===== config.mk =====
export PLATFORM = sky130hd
export DESIGN_NAME = sw_bit_engine
export DESIGN_NICKNAME = d
export VERILOG_FILES = /design/src/rtl/sw_bit_pkg.sv /design/src/rtl/sw_sync.sv /design/src/rtl/sw_holdoff.sv /design/src/rtl/sw_slot_ctrl.sv /design/src/rtl/sw_bit_engine.sv
export SDC_FILE = /design/constraint.sdc
export NUM_CORES = 1
export LEC_CHECK = 0
export BUFFER_PORTS_ARGS = -buffer_cell sky130_fd_sc_hd__buf_2
export CORE_MARGIN = 5
export CORE_UTILIZATION = 60
export CTS_CLUSTER_DIAMETER = 60
export DETAILED_ROUTE_END_ITERATION = 10
export PLACE_DENSITY = 0.78
export RECOVER_POWER = 50
export SYNTH_ARGS = -nofsm -noshare
export SYNTH_HDL_FRONTEND = slang
export SYNTH_SLANG_ARGS = --single-unit

===== constraint.sdc =====
create_clock -name clk -period 3.3 [get_ports clk]
set_input_delay 0.165 -clock clk [delete_from_list [all_inputs] [get_ports clk]]
set_output_delay 0.165 -clock clk [all_outputs]
set_load 0.1 [all_outputs]

===== src/rtl/sw_bit_pkg.sv =====
package sw_bit_pkg;
  typedef enum logic [2:0] {
    ST_IDLE,
    ST_SLOT,
    ST_PRES_HI,
    ST_PRES_LO,
    ST_SETTLE
  } bit_state_e;
endpackage


===== src/rtl/sw_sync.sv =====
module sw_sync #(
  parameter int STAGES = 2
) (
  input  logic clk,
  input  logic rst_n,
  input  logic din,
  output logic dout
);
  logic [STAGES-1:0] chain_q;

  // idle bus level is high, so the chain resets to ones
  always_ff @(posedge clk or negedge rst_n) begin
    if (!rst_n) chain_q <= '1;
    else        chain_q <= {chain_q[STAGES-2:0], din};
  end

  assign dout = chain_q[STAGES-1];
endmodule


===== src/rtl/sw_holdoff.sv =====
module sw_holdoff #(
  parameter int CW = 8
) (
  input  logic          clk,
  input  logic          rst_n,
  input  logic          line_s,
  input  logic [CW-1:0] reh_cyc,
  output logic          line_f
);
  logic          lf_q, lf_d;
  logic [CW-1:0] hold_q, hold_d;

  always_comb begin
    lf_d   = lf_q;
    hold_d = hold_q;
    if (!lf_q && line_s) begin
      lf_d   = 1'b1;
      hold_d = reh_cyc;
    end else if (hold_q != '0) begin
      hold_d = hold_q - 1'b1;
    end else begin
      lf_d = line_s;
    end
  end

  always_ff @(posedge clk or negedge rst_n) begin
    if (!rst_n) begin
      lf_q   <= 1'b1;
      hold_q <= '0;
    end else begin
      lf_q   <= lf_d;
      hold_q <= hold_d;
    end
  end

  assign line_f = lf_q;

  AST_HOLD_MASKS_LOW: assert property (@(posedge clk) disable iff (!rst_n)
    (hold_q != '0) |=> line_f) else $error("hold-off window let a low through");
endmodule


===== src/rtl/sw_slot_ctrl.sv =====
module sw_slot_ctrl
  import sw_bit_pkg::*;
#(
  parameter int CW          = 16,
  parameter int RST_STD_CYC = 48000,
  parameter int RST_OD_CYC  = 4800,
  parameter int OD_KEEP_CYC = 8000,
  parameter int PDH_STD_CYC = 3000,
  parameter int PDL_STD_CYC = 12000,
  parameter int PDH_OD_CYC  = 300,
  parameter int PDL_OD_CYC  = 1200,
  parameter int SAMP_STD_CYC = 3000,
  parameter int SAMP_OD_CYC  = 400,
  parameter int RD0_STD_CYC  = 3000,
  parameter int RD0_OD_CYC   = 400
) (
  input  logic clk,
  input  logic rst_n,
  input  logic line_f,
  input  logic od_set,
  input  logic tx_active,
  input  logic tx_bit,
  output logic bus_pull,
  output logic od_mode,
  output logic reset_detected,
  output logic rx_bit_valid,
  output logic rx_bit,
  output logic tx_request
);
  localparam logic [CW-1:0] RSTM1_S = CW'(RST_STD_CYC - 1);
  localparam logic [CW-1:0] RSTM1_O = CW'(RST_OD_CYC - 1);
  localparam logic [CW-1:0] KEEP_C  = CW'(OD_KEEP_CYC);
  localparam logic [CW-1:0] PDHM1_S = CW'(PDH_STD_CYC - 1);
  localparam logic [CW-1:0] PDHM1_O = CW'(PDH_OD_CYC - 1);
  localparam logic [CW-1:0] PDLM1_S = CW'(PDL_STD_CYC - 1);
  localparam logic [CW-1:0] PDLM1_O = CW'(PDL_OD_CYC - 1);
  localparam logic [CW-1:0] SAMP_S  = CW'(SAMP_STD_CYC);
  localparam logic [CW-1:0] SAMP_O  = CW'(SAMP_OD_CYC);
  localparam logic [CW-1:0] RD0_S   = CW'(RD0_STD_CYC);
  localparam logic [CW-1:0] RD0_O   = CW'(RD0_OD_CYC);

  bit_state_e    st_q, st_d;
  logic [CW-1:0] cnt_q, cnt_d;
  logic          od_q, od_d;
  logic          rd_q, rd_d;
  logic          drv_q, drv_d;
  logic          rdet_q, rdet_d;
  logic          rxv_q, rxv_d;
  logic          rxb_q, rxb_d;

  // timing set picked by the speed flag
  logic [CW-1:0] rst_m1, pdh_m1, pdl_m1, samp, rd0;
  assign rst_m1 = od_q ? RSTM1_O : RSTM1_S;
  assign pdh_m1 = od_q ? PDHM1_O : PDHM1_S;
  assign pdl_m1 = od_q ? PDLM1_O : PDLM1_S;
  assign samp   = od_q ? SAMP_O  : SAMP_S;
  assign rd0    = od_q ? RD0_O   : RD0_S;

  always_comb begin
    st_d       = st_q;
    cnt_d      = (cnt_q == '1) ? cnt_q : cnt_q + 1'b1;
    od_d       = od_q | od_set;
    rd_d       = rd_q;
    drv_d      = drv_q;
    rdet_d     = 1'b0;
    rxv_d      = 1'b0;
    rxb_d      = rxb_q;
    tx_request = 1'b0;
    unique case (st_q)
      ST_IDLE: begin
        cnt_d = '0;
        if (!line_f) begin
          st_d       = ST_SLOT;
          rd_d       = tx_active;
          drv_d      = tx_active & ~tx_bit;
          tx_request = tx_active;
        end
      end
      ST_SLOT: begin
        if (cnt_q == samp && !rd_q) begin
          rxv_d = 1'b1;
          rxb_d = line_f;
        end
        if (line_f && cnt_q > samp) begin
          if (cnt_q >= rst_m1) begin
            st_d   = ST_PRES_HI;
            cnt_d  = '0;
            rdet_d = 1'b1;
            od_d   = od_q & (cnt_q < KEEP_C);
          end else begin
            st_d = ST_IDLE;
          end
        end
      end
      ST_PRES_HI: begin
        if (cnt_q == pdh_m1) begin
          st_d  = ST_PRES_LO;
          cnt_d = '0;
        end
      end
      ST_PRES_LO: begin
        if (cnt_q == pdl_m1) begin
          st_d  = ST_SETTLE;
          cnt_d = '0;
        end
      end
      ST_SETTLE: begin
        if (line_f) st_d = ST_IDLE;
      end
      default: st_d = ST_IDLE;
    endcase
  end

  always_ff @(posedge clk or negedge rst_n) begin
    if (!rst_n) begin
      st_q   <= ST_IDLE;
      cnt_q  <= '0;
      od_q   <= 1'b0;
      rd_q   <= 1'b0;
      drv_q  <= 1'b0;
      rdet_q <= 1'b0;
      rxv_q  <= 1'b0;
      rxb_q  <= 1'b1;
    end else begin
      st_q   <= st_d;
      cnt_q  <= cnt_d;
      od_q   <= od_d;
      rd_q   <= rd_d;
      drv_q  <= drv_d;
      rdet_q <= rdet_d;
      rxv_q  <= rxv_d;
      rxb_q  <= rxb_d;
    end
  end

  assign bus_pull       = (st_q == ST_PRES_LO) || (st_q == ST_SLOT && drv_q && cnt_q < rd0);
  assign od_mode        = od_q;
  assign reset_detected = rdet_q;
  assign rx_bit_valid   = rxv_q;
  assign rx_bit         = rxb_q;

  AST_RST_ONE_CLK: assert property (@(posedge clk) disable iff (!rst_n)
    reset_detected |=> !reset_detected) else $error("reset pulse too long");
  AST_PRES_FOLLOWS_RST: assert property (@(posedge clk) disable iff (!rst_n)
    reset_detected |-> (st_q == ST_PRES_HI && !bus_pull)) else $error("no presence wait");
  AST_EVENTS_EXCLUSIVE: assert property (@(posedge clk) disable iff (!rst_n)
    $onehot0({rx_bit_valid, reset_detected, tx_request})) else $error("events overlap");
  AST_NO_RX_IN_READ: assert property (@(posedge clk) disable iff (!rst_n)
    rx_bit_valid |-> !rd_q) else $error("rx reported in read slot");
  AST_OD_FALL_NEEDS_RST: assert property (@(posedge clk) disable iff (!rst_n)
    $fell(od_mode) |-> reset_detected) else $error("speed dropped without reset");
endmodule


===== src/rtl/sw_bit_engine.sv =====
module sw_bit_engine #(
  parameter int RST_STD_CYC  = 48000,
  parameter int RST_OD_CYC   = 4800,
  parameter int OD_KEEP_CYC  = 8000,
  parameter int PDH_STD_CYC  = 3000,
  parameter int PDL_STD_CYC  = 12000,
  parameter int PDH_OD_CYC   = 300,
  parameter int PDL_OD_CYC   = 1200,
  parameter int SAMP_STD_CYC = 3000,
  parameter int SAMP_OD_CYC  = 400,
  parameter int RD0_STD_CYC  = 3000,
  parameter int RD0_OD_CYC   = 400,
  parameter int REH_STD_CYC  = 300,
  parameter int REH_OD_CYC   = 100,
  parameter int SYNC_STAGES  = 2
) (
  input  logic clk,
  input  logic rst_n,
  input  logic bus_in,
  output logic bus_pull,
  input  logic od_set,
  output logic od_mode,
  output logic reset_detected,
  output logic rx_bit_valid,
  output logic rx_bit,
  input  logic tx_active,
  input  logic tx_bit,
  output logic tx_request
);
  // a sum of all durations bounds the largest one
  localparam int SPAN = RST_STD_CYC + RST_OD_CYC + OD_KEEP_CYC + PDH_STD_CYC + PDL_STD_CYC
                      + PDH_OD_CYC + PDL_OD_CYC + SAMP_STD_CYC + SAMP_OD_CYC + RD0_STD_CYC
                      + RD0_OD_CYC + REH_STD_CYC + REH_OD_CYC + 2;
  localparam int CW = $clog2(SPAN) + 1;

  logic          line_s, line_f;
  logic [CW-1:0] reh_cyc;

  assign reh_cyc = od_mode ? CW'(REH_OD_CYC) : CW'(REH_STD_CYC);

  sw_sync #(.STAGES(SYNC_STAGES)) u_sync (
    .clk(clk), .rst_n(rst_n), .din(bus_in), .dout(line_s)
  );

  sw_holdoff #(.CW(CW)) u_holdoff (
    .clk(clk), .rst_n(rst_n), .line_s(line_s), .reh_cyc(reh_cyc), .line_f(line_f)
  );

  sw_slot_ctrl #(
    .CW(CW), .RST_STD_CYC(RST_STD_CYC), .RST_OD_CYC(RST_OD_CYC), .OD_KEEP_CYC(OD_KEEP_CYC),
    .PDH_STD_CYC(PDH_STD_CYC), .PDL_STD_CYC(PDL_STD_CYC), .PDH_OD_CYC(PDH_OD_CYC),
    .PDL_OD_CYC(PDL_OD_CYC), .SAMP_STD_CYC(SAMP_STD_CYC), .SAMP_OD_CYC(SAMP_OD_CYC),
    .RD0_STD_CYC(RD0_STD_CYC), .RD0_OD_CYC(RD0_OD_CYC)
  ) u_ctrl (
    .clk(clk), .rst_n(rst_n), .line_f(line_f), .od_set(od_set),
    .tx_active(tx_active), .tx_bit(tx_bit), .bus_pull(bus_pull), .od_mode(od_mode),
    .reset_detected(reset_detected), .rx_bit_valid(rx_bit_valid), .rx_bit(rx_bit),
    .tx_request(tx_request)
  );
endmodule


# == After elaboration in Yosys (flattened, before gate mapping) ==
# Cells that the tools add are included.
# word_totals
regBits,48
latch_bits,0
ram_bits,0
rom_bits,0
output_inout_bits,6
wordCells,82
n_memories,0
# classes
add_sub_neg,2
multipliers,0
n_div,0
order_cmp,4
n_eq_ne,14
shifts,0
n_mux,32
n_bitwise,5
n_reduce_logical,14
# op_table
op,n
18-bit two-way mux,7
18-bit case mux with 4 select lines,1
18-bit == test,3
12-bit two-way mux,2
18-bit by 1-bit adder with 18-bit output (second input constant),1
18-bit == test (second input constant),1
18-bit greater-or-equal comparator,1
18-bit greater-than comparator,1
18-bit by 13-bit < comparator with 1-bit output (second input constant),1
18-bit < comparator,1
18-bit nonzero test,1
18-bit by 1-bit subtractor with 18-bit output (second input constant),1
16-bit two-way mux,1
3-bit two-way mux,5
3-bit case mux with 5 select lines,1
14-bit two-way mux,1
1-bit two-way mux,12
9-bit two-way mux,1
2-bit by 1-bit inequality test with 1-bit output (second input constant),4
3-bit by 2-bit == test with 1-bit output (second input constant),2
1-bit logical AND,5
5-bit AND reduction,1
2-bit inequality test (second input constant),2
2-bit AND reduction,2
other kinds (10),13

# == Logic depth before layout (Yosys ltp) ==
# logic_depth
word_depth,5
ltp_mapped,10

# == Modules after synthesis ==
# From an unflattened synthesis, not the netlist that was laid out.
# hier_totals
cells_unflattened,331
area_unflattened_um2,3101.7
# modules_own_cells
mod,n_inst,cells_each,area_per_inst_um2,seq_area_each_um2
sw_slot_ctrl,1,204,1929.4,676.9
sw_holdoff,1,122,1108.6,476.7
sw_sync,1,2,52.6,52.6
sw_bit_engine,1,3,11.3,0.0

# == Least setup slack after synthesis ==
# OpenSTA, ideal clock, no wires.
# synth_path
path_kind,flip-flop to output port
startpoint,reg u_ctrl.od_q (netlist: u_ctrl.od_mode)
endpoint,out bus_pull
arrival_time_ps,3367
t_required_ps,3135
setup_slack_ps,-232
stages_incl_launch_ff,7
path_buffers,0
path_cell_list,dfrtp_1 -> ha_1 -> and4b_1 -> o211ai_1 -> and3_1 -> a21oi_1 -> nor2_1
# synth_via
elab_chain_cells,4
# synth_lines
element,line_no,rtl
from (decl),sw_slot_ctrl.sv:44,"logic od_q, od_d;"
from (signal assigned),sw_slot_ctrl.sv:118,od_q <= 1'b0;
from (signal assigned),sw_slot_ctrl.sv:127,od_q <= od_d;
12-bit two-way mux,sw_slot_ctrl.sv:57,assign rd0 = od_q ? RD0_O : RD0_S;
18-bit < comparator,sw_slot_ctrl.sv:136,assign bus_pull = (st_q == ST_PRES_LO) || (st_q == ST_SLOT && drv_q && cnt_q < rd0);
1-bit logical AND,sw_slot_ctrl.sv:136,
1-bit logical OR,sw_slot_ctrl.sv:136,
to (decl),sw_bit_engine.sv:20,"output logic bus_pull,"
# No other way between the ends.

# == Final worst setup path ==
# layout_path
startpoint,reg u_ctrl.od_q (netlist: u_ctrl.od_mode)
endpoint,reg u_ctrl.cnt_q[16]
# layout_via
elab_chain_cells,5
elab_cells_between_ends,14
# layout_lines
element,line_no,rtl
16-bit two-way mux / 12-bit two-way mux (equally long branches),"sw_slot_ctrl.sv:53, sw_slot_ctrl.sv:56",
18-bit greater-or-equal comparator / 18-bit greater-than comparator (equally long branches),"sw_slot_ctrl.sv:85, sw_slot_ctrl.sv:84",
18-bit two-way mux / 1-bit logical AND (equally long branches),"sw_slot_ctrl.sv:85, sw_slot_ctrl.sv:84",
18-bit two-way mux,sw_slot_ctrl.sv:84,if (line_f && cnt_q > samp) begin
18-bit case mux with 4 select lines (*),sw_slot_ctrl.sv:69,unique case (st_q)
named net u_ctrl.cnt_d[16],sw_slot_ctrl.sv:43,"logic [CW-1:0] cnt_q, cnt_d;"
to (signal assigned),sw_slot_ctrl.sv:126,cnt_q <= cnt_d;
to (decl),sw_slot_ctrl.sv:43,
# The timed path passes the listed nets; every way through them passes the cells marked *.
# A chain may end at the register's enable or synchronous reset.

==> impl_results.md <==
- Clock Pin Slew Worst Setup and Hold Paths: 0.08 ns
- Detailed Route WL: 5.35 mm
- Asr flop ratio synth: 100%
- Initial antenna violation count: 0
- Detailed placement HPWL: 3.85 mm
- Final worst path period share: 87.5%
- Status: finished with violations
- Final Hold Vio Count: 0
- Metal3 WL: 268 um
- PD cells: 490 mW/mm2
- Uppermost layer routed: met4
- Slowest library cell on the worst path: dfrtp_1
- Mapped cell area: 0.00278 mm2
- Postcts setup bufs: 0
- Worst-Skew Late Latency: 0.30 ns
- Cell Rows: 24
- Grt total ovfl: 0
- Leakage: 1.31 nW
- Failing checks: max-capacitance violations, max-slew violations
- Slew headroom: -63.3%
- Final setup fails: 0
- Cell variety after synth: 53
- Share of layout cells above drive strength 1: 9.32%
- Synth Instances: 300
- Final WS setup: 0.412 ns
- Crit-path max FO: 18
- Power share of the combinational group: 18.8%
- Yosys warnings: 0
- TNS Setup: 0 ns
- Main synth FF type: dfrtp_1
- Flop pwr share: 52.7%
- I/O Pins: 12
- Clock Sinks: 48
- WL met2: 2.39 mm
- Post-layout min period: 2.89 ns
- Final nets: 328
- Post-synth EDFFs: 0
- Area Overhead vs Synth: 7.26%
- First-pass DRT Iterations: 4
- CP max stage delay: 0.66 ns
- Global-route wire length before repair: 9.35 mm
- Gpl congestion: 0.873
- Num CTS Buffers: 5
- Max-cap violations: 1
- Maximum VDD drop: 0.275 mV
- Diode count: 0
- Switching pwr: 0.427 mW
- Largest cells by area after synthesis: dfrtp_1 (40%), nor2_1 (6.4%), ha_1 (5.4%)
- Fin util: 67.5%
- Final Skew: 0.00733 ns
- Crit-path cells: inv_1, ha_1, and2_1, a221o_1, a221oi_1, o211ai_1, o211a_1, nor3_1
- Register bit count reported by yosys: 48
- Area share of the largest cell type after synthesis: 39.7%
- Most common library cell in the layout ignoring fill and taps: nor2_1
- Antenna Nets Post-Route: 0
- WL met1: 2.65 mm
- Drt via density: 5.98
- Synth area leader: dfrtp_1
- H-tree levels: 2
- Arr. time, crit path: 3.10 ns
- Residual DRC: 0
- Die Area: 0.00609 mm2
- Slew Viols, Final: 49
- GRT Util Overall: 18.6%
- Max Buffers Root-to-Sink: 2
- Sw Ratio: 29.3%
- Register area share after synthesis: 43.4%
- Final Instance Area: 0.00298 mm2
- Cell internal pwr: 1.03 mW
- Vias in the first global route: 1996
- Starting Density: 62.9%
- Die Y: 78.0 um
- Routed wire length per instance: 14.7 um
- Critical path type: flip-flop to flip-flop
- Most frequent cells in the layout: nor2_1 (46), dfrtp_1 (44), nand2_1 (21), xor2_1 (16), nor3_1 (15)
- Die width: 78.0 um
- Pwr Total: 1.46 mW
- FF-to-FF setup slack: 0.41 ns
- Post_cts resized: 0
- Share of total power in the clock network: 28.5%
- Setup crit start kind: flip-flop
- Root Driver: clkbuf_8
- Hold WC Path Type: input pin to flip-flop
- Hold-fix buffers at CTS: 1
- Fmax: 346 MHz
- WP data required: 3.52 ns
- Total number of vias: 2169
- RSZ-0062 raised after global routing: false
- DP Area: 0.00286 mm2
- Core Region: 0.00441 mm2
- PortBufs: 11
- CTS tree: yes
- Drt initial violations: 117
- Dpl ws: 0.405 ns
- Net Count, Synth: 318
- Crit. End Element: flip-flop
- Largest net degree at the start of global routing: 49
- Worst slew pin tran: 2.45 ns
- Avg Cell Area, Syn: 9.25 um2
==> cells by family (layout without fill, tap and decap cells) <==
| kind of cell | after synthesis | after routing | synth area share [%] |
|---|---|---|---|
| fa+ha+maj | 12 | 12 | 5.41 |
| buf+inv | 23 | 34 | 3.42 |
| flops | 48 | 48 | 43.4 |
| xor+xnor | 27 | 27 | 8.52 |
| mux | 4 | 4 | 1.58 |
| simple gates | 150 | 150 | 28.6 |
| compound gates | 36 | 36 | 9.01 |
==> final timing paths <==
check,from,to,cells after the start
setup / recovery,u_ctrl.od_mode$_DFF_PN0_,u_ctrl.cnt_q[16]$_DFF_PN0_,8
hold / removal,od_set,u_ctrl.od_mode$_DFF_PN0_,2
setup reg to reg,u_ctrl.od_mode$_DFF_PN0_,u_ctrl.cnt_q[16]$_DFF_PN0_,8
hold reg to reg,u_sync.chain_q[0]$_DFF_PN1_,u_sync.chain_q[1]$_DFF_PN1_,0
max in group asynchronous,rst_n,u_holdoff.hold_q[5]$_DFFE_PN0P_,1
min in group asynchronous,rst_n,u_ctrl.cnt_q[15]$_DFF_PN0_,1
==> stage by stage <==
step,hold WS [ns],instances
after floorplan,-0.131,300
after global placement,0.273,354
after detailed placement,0.274,354
after CTS,0.0848,363
after global routing,0.106,363
final,0.0985,363
==> worst max-delay path: cells and delay by family, from the launching register on <==
family	cells	cell delay, ns
adders and majority gates	1	0.33
AOI/OAI and AO/OA	4	1.24
DFF	1	0.66
buffers and inverters	1	0.13
and+or+nand+nor	2	0.44
==> Yosys cell counts, drive strengths merged, types with 4 or more instances <==
cell    number
clkbuf       4
and2         5
buf          7
o21ai        6
xor2        16
nand3b       5
nand4       12
nor2        47
inv         12
nor4         5
ha          12
a21oi        6
nand3        9
and3         6
dfrtp       44
nand2b       5
o211ai       5
nor3        16
nand2       21
xnor2       11
dfstp        4
or4          4
==> state kept, by name, summed over array words and instances, names as in the netlist <==
name and flops:
u_ctrl.rx_bit_valid 1, u_ctrl.drv_q 1, u_ctrl.rx_bit 1, u_ctrl.st_q 3, u_sync.chain_q 2, u_ctrl.cnt_q 18
u_holdoff.hold_q 18, u_ctrl.od_mode 1, u_ctrl.reset_detected 1, u_ctrl.rd_q 1, u_holdoff.line_f 1
==> final cells by class <==
type / instances / area (um2)
fillers: 347 / 1440
repair buffers: 14 / 77.6
multi-input cells: 229 / 1480
clock inverters: 1 / 30.0
inverters: 12 / 45.0
flip-flops and latches: 48 / 1210
well taps: 52 / 65.1
clock buffers: 7 / 76.3
==> layer usage <==
metal  vias to the layer above  track usage (%)
met4                         0             3.89
met2                        49             28.9
li1                       1078                -
met1                      1037             27.2
met5                         -                0
met3                         5             3.89
==> power by group through the flow <==
stage,sequential (mW),combinational (mW),clock (mW)
finish,0.768,0.275,0.416
global route,0.781,0.313,0.457
CTS,0.767,0.279,0.421
detailed placement,0.779,0.274,0
global placement,0.774,0.260,0
floorplan,0.758,0.219,0
No activity file was read; power rests on OpenSTA's default activity.
